[config.mk]
export PLATFORM = sky130hd
export DESIGN_NAME = dcount_timer
export DESIGN_NICKNAME = d
export VERILOG_FILES = /design/src/rtl/dcount_pkg.sv /design/src/rtl/dcount_prescale.sv /design/src/rtl/dcount_channel.sv /design/src/rtl/dcount_timer.sv
export SDC_FILE = /design/constraint.sdc
export NUM_CORES = 2
export LEC_CHECK = 0
export ABC_AREA = 1
export BUFFER_PORTS_ARGS = -buffer_cell sky130_fd_sc_hd__buf_2
export CAP_MARGIN = 5
export CELL_PAD_IN_SITES_DETAIL_PLACEMENT = 0
export CELL_PAD_IN_SITES_GLOBAL_PLACEMENT = 2
export CORE_MARGIN = 5
export CORE_UTILIZATION = 33
export DETAILED_ROUTE_END_ITERATION = 7
export GPL_ROUTABILITY_DRIVEN = 0
export MAX_ROUTING_LAYER = met4
export PLACE_DENSITY = 0.75
export SLEW_MARGIN = 40
export SYNTH_ARGS = -nofsm -noshare
export SYNTH_HDL_FRONTEND = slang
export SYNTH_SLANG_ARGS = --single-unit
[constraint.sdc]
create_clock -name clk -period 2.02 [get_ports clk]
set_input_delay 0.202 -clock clk [delete_from_list [all_inputs] [get_ports clk]]
set_output_delay 0.202 -clock clk [all_outputs]
set_load 0.005 [all_outputs]
[src/rtl/dcount_pkg.sv]
package dcount_pkg;

   // shared register window layout (byte offsets)
   localparam int unsigned IEN_OFS    = 'h00;
   localparam int unsigned IST_OFS    = 'h04;
   localparam int unsigned CH_BASE    = 'h10;
   localparam int unsigned CH_STRIDE  = 'h20;
   localparam int unsigned CTL_REL    = 'h00;
   localparam int unsigned IVL_LO_REL = 'h04;
   localparam int unsigned IVL_HI_REL = 'h08;
   localparam int unsigned CNT_LO_REL = 'h0C;
   localparam int unsigned CNT_HI_REL = 'h10;

   localparam int unsigned PSEL_W = 3;

   // decoded control word of one channel
   typedef struct packed {
      logic              one_shot;
      logic [PSEL_W-1:0] psel;
      logic              rld;
      logic              en;
   } ctl_t;

endpackage

[src/rtl/dcount_prescale.sv]
module dcount_prescale #(
   parameter int unsigned SEL_W = 3
) (
   input  logic             clk,
   input  logic             rst_n,
   input  logic             run,
   input  logic [SEL_W-1:0] sel,
   output logic             tick
);
   localparam int unsigned DIV_W = (1 << SEL_W) - 1;

   if (SEL_W < 1 || SEL_W > 4) begin : g_bad_sel
      $error("dcount_prescale: SEL_W must be 1..4");
   end

   logic [DIV_W-1:0] acc_q;
   logic [DIV_W-1:0] lim;

   always_comb begin
      lim  = ~({DIV_W{1'b1}} << sel);
      tick = run && (acc_q == lim);
   end

   always_ff @(posedge clk or negedge rst_n) begin
      if (!rst_n)          acc_q <= '0;
      else if (!run)       acc_q <= '0;
      else if (tick)       acc_q <= '0;
      else                 acc_q <= acc_q + 1'b1;
   end
endmodule

[src/rtl/dcount_channel.sv]
module dcount_channel
   import dcount_pkg::*;
#(
   parameter int unsigned LO_W = 32,
   parameter int unsigned HI_W = 24,
   localparam int unsigned CW  = LO_W + HI_W
) (
   input  logic            clk,
   input  logic            rst_n,
   input  logic            ctl_we,
   input  ctl_t            ctl_wd,
   input  logic            ivl_lo_we,
   input  logic            ivl_hi_we,
   input  logic [LO_W-1:0] wdata,
   output ctl_t            ctl,
   output logic [CW-1:0]   ivl,
   output logic [CW-1:0]   cnt,
   output logic            tick,
   output logic            expire
);
   ctl_t          ctl_q;
   logic [CW-1:0] ivl_q;
   logic [CW-1:0] cnt_q;

   dcount_prescale #(.SEL_W(PSEL_W)) u_pre (
      .clk   (clk),
      .rst_n (rst_n),
      .run   (ctl_q.en),
      .sel   (ctl_q.psel),
      .tick  (tick)
   );

   assign expire = tick && !ctl_q.rld && (cnt_q <= CW'(1));

   always_ff @(posedge clk or negedge rst_n) begin
      if (!rst_n) begin
         ctl_q <= '0;
         ivl_q <= '0;
         cnt_q <= '0;
      end else begin
         if (ivl_lo_we) ivl_q[LO_W-1:0]  <= wdata;
         if (ivl_hi_we) ivl_q[CW-1:LO_W] <= wdata[HI_W-1:0];

         if (tick) begin
            if (ctl_q.rld)          cnt_q <= ivl_q;
            else if (expire)        cnt_q <= ctl_q.one_shot ? '0 : ivl_q;
            else                    cnt_q <= cnt_q - CW'(1);
         end

         if (ctl_we) begin
            ctl_q <= ctl_wd;
         end else begin
            if (tick)                      ctl_q.rld <= 1'b0;
            if (expire && ctl_q.one_shot)  ctl_q.en  <= 1'b0;
         end
      end
   end

   assign ctl = ctl_q;
   assign ivl = ivl_q;
   assign cnt = cnt_q;
endmodule

[src/rtl/dcount_timer.sv]
module dcount_timer
   import dcount_pkg::*;
#(
   parameter int unsigned NCH  = 4,
   parameter int unsigned DW   = 32,
   parameter int unsigned HI_W = 24,
   parameter int unsigned AW   = 8,
   localparam int unsigned CW  = DW + HI_W
) (
   input  logic          clk,
   input  logic          rst_n,
   input  logic          acc_sel,
   input  logic          acc_wr,
   input  logic [AW-1:0] acc_addr,
   input  logic [DW-1:0] acc_wdata,
   output logic [DW-1:0] acc_rdata,
   output logic          irq_o
);
   localparam int unsigned TOP_ADDR = CH_BASE + CH_STRIDE*(NCH-1) + CNT_HI_REL;

   if (NCH < 1 || NCH > DW) begin : g_bad_nch
      $error("dcount_timer: NCH must be 1..DW");
   end
   if (HI_W < 1 || HI_W > DW) begin : g_bad_hi
      $error("dcount_timer: HI_W must be 1..DW");
   end
   if (DW < 8) begin : g_bad_dw
      $error("dcount_timer: DW must hold the control word");
   end
   if (TOP_ADDR >= (1 << AW)) begin : g_bad_aw
      $error("dcount_timer: AW too narrow for NCH channels");
   end

   logic wr_hit, rd_hit;
   assign wr_hit = acc_sel && acc_wr;
   assign rd_hit = acc_sel && !acc_wr;

   logic [NCH-1:0]          ien_q, stat_q, st_clr;
   logic [NCH-1:0]          ch_en, ch_os, ch_rld, ch_tick, ch_expire, ch_ctl_we;
   logic [NCH-1:0][CW-1:0]  ch_cnt, ch_ivl;
   logic [DW-1:0]           ch_rd [NCH];

   ctl_t wr_ctl;
   assign wr_ctl = '{one_shot: acc_wdata[7], psel: acc_wdata[6:4],
                     rld: acc_wdata[1], en: acc_wdata[0]};

   for (genvar n = 0; n < NCH; n++) begin : g_ch
      localparam int unsigned BASE = CH_BASE + CH_STRIDE*n;
      localparam logic [AW-1:0] A_CTL = AW'(BASE + CTL_REL);
      localparam logic [AW-1:0] A_ILO = AW'(BASE + IVL_LO_REL);
      localparam logic [AW-1:0] A_IHI = AW'(BASE + IVL_HI_REL);
      localparam logic [AW-1:0] A_CLO = AW'(BASE + CNT_LO_REL);
      localparam logic [AW-1:0] A_CHI = AW'(BASE + CNT_HI_REL);

      ctl_t            ctl;
      logic [CW-1:0]   cnt, ivl;
      logic [HI_W-1:0] snap_q;

      assign ch_ctl_we[n] = wr_hit && (acc_addr == A_CTL);

      dcount_channel #(.LO_W(DW), .HI_W(HI_W)) u_ch (
         .clk       (clk),
         .rst_n     (rst_n),
         .ctl_we    (ch_ctl_we[n]),
         .ctl_wd    (wr_ctl),
         .ivl_lo_we (wr_hit && (acc_addr == A_ILO)),
         .ivl_hi_we (wr_hit && (acc_addr == A_IHI)),
         .wdata     (acc_wdata),
         .ctl       (ctl),
         .ivl       (ivl),
         .cnt       (cnt),
         .tick      (ch_tick[n]),
         .expire    (ch_expire[n])
      );

      // upper count bits captured when the low word is read
      always_ff @(posedge clk or negedge rst_n) begin
         if (!rst_n)                              snap_q <= '0;
         else if (rd_hit && (acc_addr == A_CLO))  snap_q <= cnt[CW-1:DW];
      end

      always_comb begin
         ch_rd[n] = '0;
         if (acc_addr == A_CTL)
            ch_rd[n] = DW'({ctl.one_shot, ctl.psel, 2'b00, ctl.rld, ctl.en});
         else if (acc_addr == A_ILO) ch_rd[n] = ivl[DW-1:0];
         else if (acc_addr == A_IHI) ch_rd[n] = DW'(ivl[CW-1:DW]);
         else if (acc_addr == A_CLO) ch_rd[n] = cnt[DW-1:0];
         else if (acc_addr == A_CHI) ch_rd[n] = DW'(snap_q);
      end

      assign ch_en[n]  = ctl.en;
      assign ch_os[n]  = ctl.one_shot;
      assign ch_rld[n] = ctl.rld;
      assign ch_cnt[n] = cnt;
      assign ch_ivl[n] = ivl;
   end

   assign st_clr = (wr_hit && (acc_addr == AW'(IST_OFS))) ? acc_wdata[NCH-1:0] : '0;

   always_ff @(posedge clk or negedge rst_n) begin
      if (!rst_n) begin
         ien_q  <= '0;
         stat_q <= '0;
      end else begin
         if (wr_hit && (acc_addr == AW'(IEN_OFS))) ien_q <= acc_wdata[NCH-1:0];
         stat_q <= (stat_q & ~st_clr) | ch_expire;
      end
   end

   always_comb begin
      acc_rdata = '0;
      if (acc_addr == AW'(IEN_OFS)) acc_rdata = DW'(ien_q);
      if (acc_addr == AW'(IST_OFS)) acc_rdata = DW'(stat_q);
      for (int n = 0; n < NCH; n++) acc_rdata = acc_rdata | ch_rd[n];
   end

   assign irq_o = |(stat_q & ien_q);
endmodule

After elaboration in Yosys (flattened, before gate mapping):

Index checks and enable logic that the tools add are counted.

* output and inout port bits: 33
* logic and storage cells: 197
* bits in registers: 604

* bitwise operators: 12
* $add $sub $neg: 8
* reduce and logical (&&, ||, !) cells: 51
* magnitude comparators: 4
* shift operators: 4
* equal/unequal tests: 25
* multiplexer cells: 55

Operator list (count)
* $mux W56: 12
* $mux W32: 17
* $le A56 B1 Y1 const B: 4
* $sub A56 B1 Y56 const B: 4
* $or A32 B32 Y32: 4
* $mux W24: 4
* $eq A8 B7 Y1 const B: 10
* $mux W7: 8
* $eq A8 B6 Y1 const B: 5
* $logic_and A1 B1 Y1: 36
* $eq A8 B5 Y1 const B: 4
* $add A7 B1 Y7 const B: 4
* $eq A7 B7 Y1: 4
* $not A7 Y7: 4
* $shl A7 B3 Y7 const A: 4
* $reduce_bool A2 Y1: 8
* $and A4 B4 Y4: 2
* $eq A8 B3 Y1 const B: 1
* $eq A8 B8 Y1 const B: 1
* $logic_not A8 Y1: 1
* $mux W1: 8
* $mux W2: 4
* $mux W4: 2
* $logic_not A1 Y1: 5
* other kinds (3): 3

Longest topological paths before layout:

* word-level depth: 10
* gate-level depth with buffers: 14
* mapped depth without buffers: 13

Cells and area by module:

A second synthesis with hierarchy kept.

* cells, all modules: 5797
* area, all modules: 41402.2 um^2

Modules (own cells, without submodules)
* dcount_channel at g_ch[0].u_ch ...: cells an instance 1047, instances 2, area an instance 7877.6 um^2, seq. area each 2952.8 um^2
* dcount_channel at g_ch[2].u_ch ...: cells an instance 1032, instances 2, area an instance 7474.7 um^2, seq. area each 2952.8 um^2
* dcount_timer: cells an instance 1327, instances 1, area an instance 8680.8 um^2, seq. area each 2602.5 um^2
* dcount_prescale: cells an instance 78, instances 4, area an instance 504.2 um^2, seq. area each 175.2 um^2

Worst setup path after synthesis:

No wires, ideal clock.

* path type: flip-flop to flip-flop
* start point: reg g_ch[0].u_ch.cnt_q[0]
* end point: reg g_ch[0].u_ch.cnt_q[19]
* period minus slack after synthesis: 2071 ps
* data required time: 1897 ps
* cell stages (with the launch flop): 13
* setup slack: -51 ps
* arrival: 1949 ps
* buffers on the path: 1
* cells stage by stage: dfrtp_1 inv_1 ha_1 nand2_1 nor2_2 nand2_1 nor2_2 nand3_1 nand2_2 clkbuf_1 nand3_1 nand3_1 a21oi_1

* cells in the longest elaborated chain, start to end: 4
* elaborated cells between the ends (all ways): 5
* classes of those cells: 1 x add/sub; 1 x order compare; 2 x mux; 1 x reduce/logical

RTL lines
* from (decl): RTL line dcount_channel.sv:23 `logic [CW-1:0] cnt_q;`
* from (signal assigned): RTL line dcount_channel.sv:45 `if (ctl_q.rld) cnt_q <= ivl_q;`
* from (signal assigned): RTL line dcount_channel.sv:46 `else if (expire) cnt_q <= ctl_q.one_shot ? '0 : ivl_q;`
* from (signal assigned): RTL line dcount_channel.sv:47 `else cnt_q <= cnt_q - CW'(1);`
* $le A56 B1 Y1: RTL line dcount_channel.sv:33 `assign expire = tick && !ctl_q.rld && (cnt_q <= CW'(1));`
* $logic_and A1 B1 Y1: RTL line dcount_channel.sv:33
* $mux W56 *: RTL line dcount_channel.sv:46
* $mux W56 *: RTL line dcount_channel.sv:45

Every way passes the cells marked *; elsewhere a longest branch is shown, timed or not.
A chain may end at the register's enable or synchronous reset.

Worst setup path in the final report:

* start point: reg g_ch[3].u_ch.cnt_q[24]
* end point: out acc_rdata[24]

* cells in the longest elaborated chain, start to end: 5

RTL lines
* from (decl): RTL line dcount_channel.sv:23
* from (signal assigned): RTL line dcount_channel.sv:45
* from (signal assigned): RTL line dcount_channel.sv:46
* from (signal assigned): RTL line dcount_channel.sv:47
* $mux W32: RTL line dcount_timer.sv:88 `else if (acc_addr == A_CLO) ch_rd[n] = cnt[DW-1:0];`
* $mux W32: RTL line dcount_timer.sv:87 `else if (acc_addr == A_IHI) ch_rd[n] = DW'(ivl[CW-1:DW]);`
* $mux W32: RTL line dcount_timer.sv:86 `else if (acc_addr == A_ILO) ch_rd[n] = ivl[DW-1:0];`
* $mux W32: RTL line dcount_timer.sv:84 `if (acc_addr == A_CTL)`
* $or A32 B32 Y32: RTL line dcount_timer.sv:115 `for (int n = 0; n < NCH; n++) acc_rdata = acc_rdata | ch_rd[n];`
* to (decl): RTL line dcount_timer.sv:16 `output logic [DW-1:0] acc_rdata,`

Every way passes these cells.

==> impl_results.md <==
* Syn nets at 5944
* Input/output buffers at 76
* Layout cells sized above 1 at 38.18%
* Final net count at a little over 7000
* Antenna viol nets, final at 0
* CP Class: reg2out
* GRT overflow at 0
* CTS tree: yes
* Pre-CTS setup slack at -0.7476 ns
* Final WL at 225.2 mm
* RSZ-0062 raised after global routing: yes
* Row cnt at ~130
* Main area contributors after synthesis: dfrtp_1 (39%), nand2_1 (16%), nand3_1 (8.6%)
* Worst slew margin at 38.69%
* Largest net degree at the start of global routing at between 60 and 70
* Crit share post-route at 119.7%
* Total track usage at 34.61%
* Min cycle time layout at around 2.4 ns
* Cells after synthesis at around 6000
* Die ar. at 125800 µm²
* Post-DP HPWL at between 150 and 200 mm
* First-pass DRT Iterations at 6
* Skew-Pair Late Insertion Delay at roughly 0.7 ns
* Starting Density at 33.21%
* Dominant cell type by area after synthesis: dfrtp_1
* Fin. max-slew vios at 0
* Htree depth at 3
* Status: finished with violations
* Flops & latches, synth at 604
* First-pass GRT wire length at 316.1 mm
* CP peak stage delay at 0.40 ns
* Synth cell types at 39
* Io pins at 77
* Post-synth EDFFs at 0
* Area grow syn2layout at 58.13%
* Vias in the first global route at between 40000 and 50000
* Remaining DRCs at 0
* Startpoint Class: register
* WP data required at 1.82 ns
* CP bufs+invs at 4
* Die Span Y at 354.7 µm
* CTS buffer count at 80
* P_leak at 29.93 nW
* Fmax at 0.4135 GHz
* CTS root buf: clkbuf_16
* DR WL/cell at approximately 26 µm
* Starting DRT DRC Count at 5933
* Syn avg cell area at 6.659 µm²
* Total Power at 51.49 mW
* Most frequent cells in the layout: nand2_1 (1434), buf_4 (950), dfrtp_1 (552)
* CTS clk-pin slew, worst paths at 0.06 ns
* Yosys warnings at 0
* Max Fanout on Critical Path at 3
* Core area at 118100 µm²
* Total number of vias at a little under 50000
* Via-per-instance ratio at 5.662
* Endpoints failing setup at 271
* Fin. Hold Viols at 0
* Initial antenna violation count at 12
* Synth top area share at 38.55%
* CP Cell Sequence: buf_6, inv_4, o21ai_1, a221oi_2, nand2_1, buf_6, buf_2
* Die W at 354.7 µm
* CP most frequent cell: buf_6
* Critical Path AT at between 2 and 2.5 ns
* CTS Sinks at just over 600
* Slowest-stage cell, CP: dfrtp_1
* Post-Syn Area at slightly below 40000 µm²
* Worst VDD drop at 0.6902 mV
* CP delay by family, top: buffers and inverters
* Failing checks: negative setup slack
* Worst Tran Pin Value at between 0.9 and 1 ns
* Cell Pwr Density at 830.4 nW/µm²
* Post-route worst setup slack at -0.3986 ns
* Ys flop type: dfrtp_1
* Hold Crit Class: in2reg
* Setup crit end kind: primary output
* Max-cap viol count at 0
* Clock Tree Buf Depth at 3
* Synth async-reset ratio at 100.0%
* Seq/Total Area, Yosys at a little under 40%
* Clock skew after layout at 0.04152 ns
* Commonest non-fill, non-tap cell in the layout: nand2_1
sequential cells by signal, summed over array words and instances, names as in the netlist:
| signal | flops |
|---|---|
| g_ch.snap_q | 96 |
| stat_q | 4 |
| g_ch.u_ch.cnt | 224 |
| g_ch.u_ch.ctl | 24 |
| g_ch.u_ch.ivl | 224 |
| ien_q | 4 |
| g_ch.u_ch.u_pre.acc_q | 28 |
through the flow:
step	instance area, µm²	util [%]	hold slack, ns	std cells	setup TNS, ns
finish	62000	52.51	0.03406	8606	-53.23
global route	61990	52.50	0.02617	8602	-75.12
CTS	57750	48.90	0.004306	8547	-51.36
detailed placement	48860	41.37	0.1758	8166	-74.55
global placement	48860	41.37	0.1822	8166	-70.68
floorplan	39220	-	-0.09359	5888	-0.1746
worst paths after layout:
kind / from / end / slack [ns] / cells after the start
min in group asynchronous: rst_n / g_ch[0].u_ch.cnt[23]$_DFFE_PN0P_ / 0.07 / 2
worst min-delay path: acc_wdata[18] / g_ch[3].u_ch.ivl[50]$_DFFE_PN0P_ / 0.03 / 4
max in group asynchronous: rst_n / g_ch[1].u_ch.cnt[44]$_DFFE_PN0P_ / 1.03 / 4
worst max register to register: g_ch[1].u_ch.ctl[4]$_DFFE_PN0P_ / g_ch[1].u_ch.cnt[36]$_DFFE_PN0P_ / -0.27 / 17
worst min register to register: g_ch[0].u_ch.ivl[55]$_DFFE_PN0P_ / g_ch[0].u_ch.ivl[55]$_DFFE_PN0P_ / 0.49 / 2
worst max-delay path: g_ch[3].u_ch.cnt[24]$_DFFE_PN0P_ / acc_rdata[24] / -0.40 / 7
worst reg2reg max path: cells and delay by family (launching register included):
| family | cells | cell delay, ns |
|---|---|---|
| and+or+nand+nor | 10 | 0.79 |
| buffers and inverters | 6 | 0.80 |
| DFF | 1 | 0.47 |
| AOI/OAI and AO/OA | 1 | 0.14 |
logic make-up (layout without fill, tap and decap cells):
group	count (synthesis)	after routing	synth area share [%]
and+or+nand+nor	3156	3156	33.59
muxes	4	4	0.1149
other	0	8	0
adders and majority gates	12	12	0.3829
DFF	604	604	38.55
AOI/OAI and AO/OA	1232	1232	16.85
xor gates and xnor gates	149	149	3.328
buffers and inverters	731	1905	7.186
timing repair:
action,CTS,global route
resized for setup,944,943
hold buffers,10,0
gates cloned,42,20
setup buffers,196,57
endpoints found under the setup margin,271,281
endpoints found under the hold margin,424,0
pin swaps,219,356
area by class of cell:
class                           instances  area (µm²)
Clock buffer                          114        2360
Timing Repair Buffer                 1365       13530
Clock inverter                         31       515.5
Fill cell                           11420       56080
Antenna cell                            8       20.02
Inverter                              395        1598
Multi-Input combinational cell       4553       26870
Sequential cell                       604       15180
Tap cell                             1536        1922
cells in the mapped netlist, drive strengths merged, types with 59 or more instances:
library cell	n
nand2	1716
nand3	677
nor2	617
dfrtp	604
a21oi	572
o21ai	448
inv	395
clkbuf	263
xor2	131
a31oi	108
buf	73
nand4	59
layer usage:
layer / up-vias / share of wire [%] / GRT usage (%)
met4: 0 / 5.0 / 13.85
met1: 23740 / 43 / 47.75
li1: 21840 / - / -
met3: 495 / 11 / 7.209
met2: 2652 / 42 / 49.56
met5: - / 0 / -
power breakdown:
| part | internal (mW) | switching (mW) |
|---|---|---|
| sequential | 13.4 | 1.21 |
| combinational | 9.14 | 11.7 |
| clock | 9.48 | 6.57 |
Power figures use the tool's default switching activity.
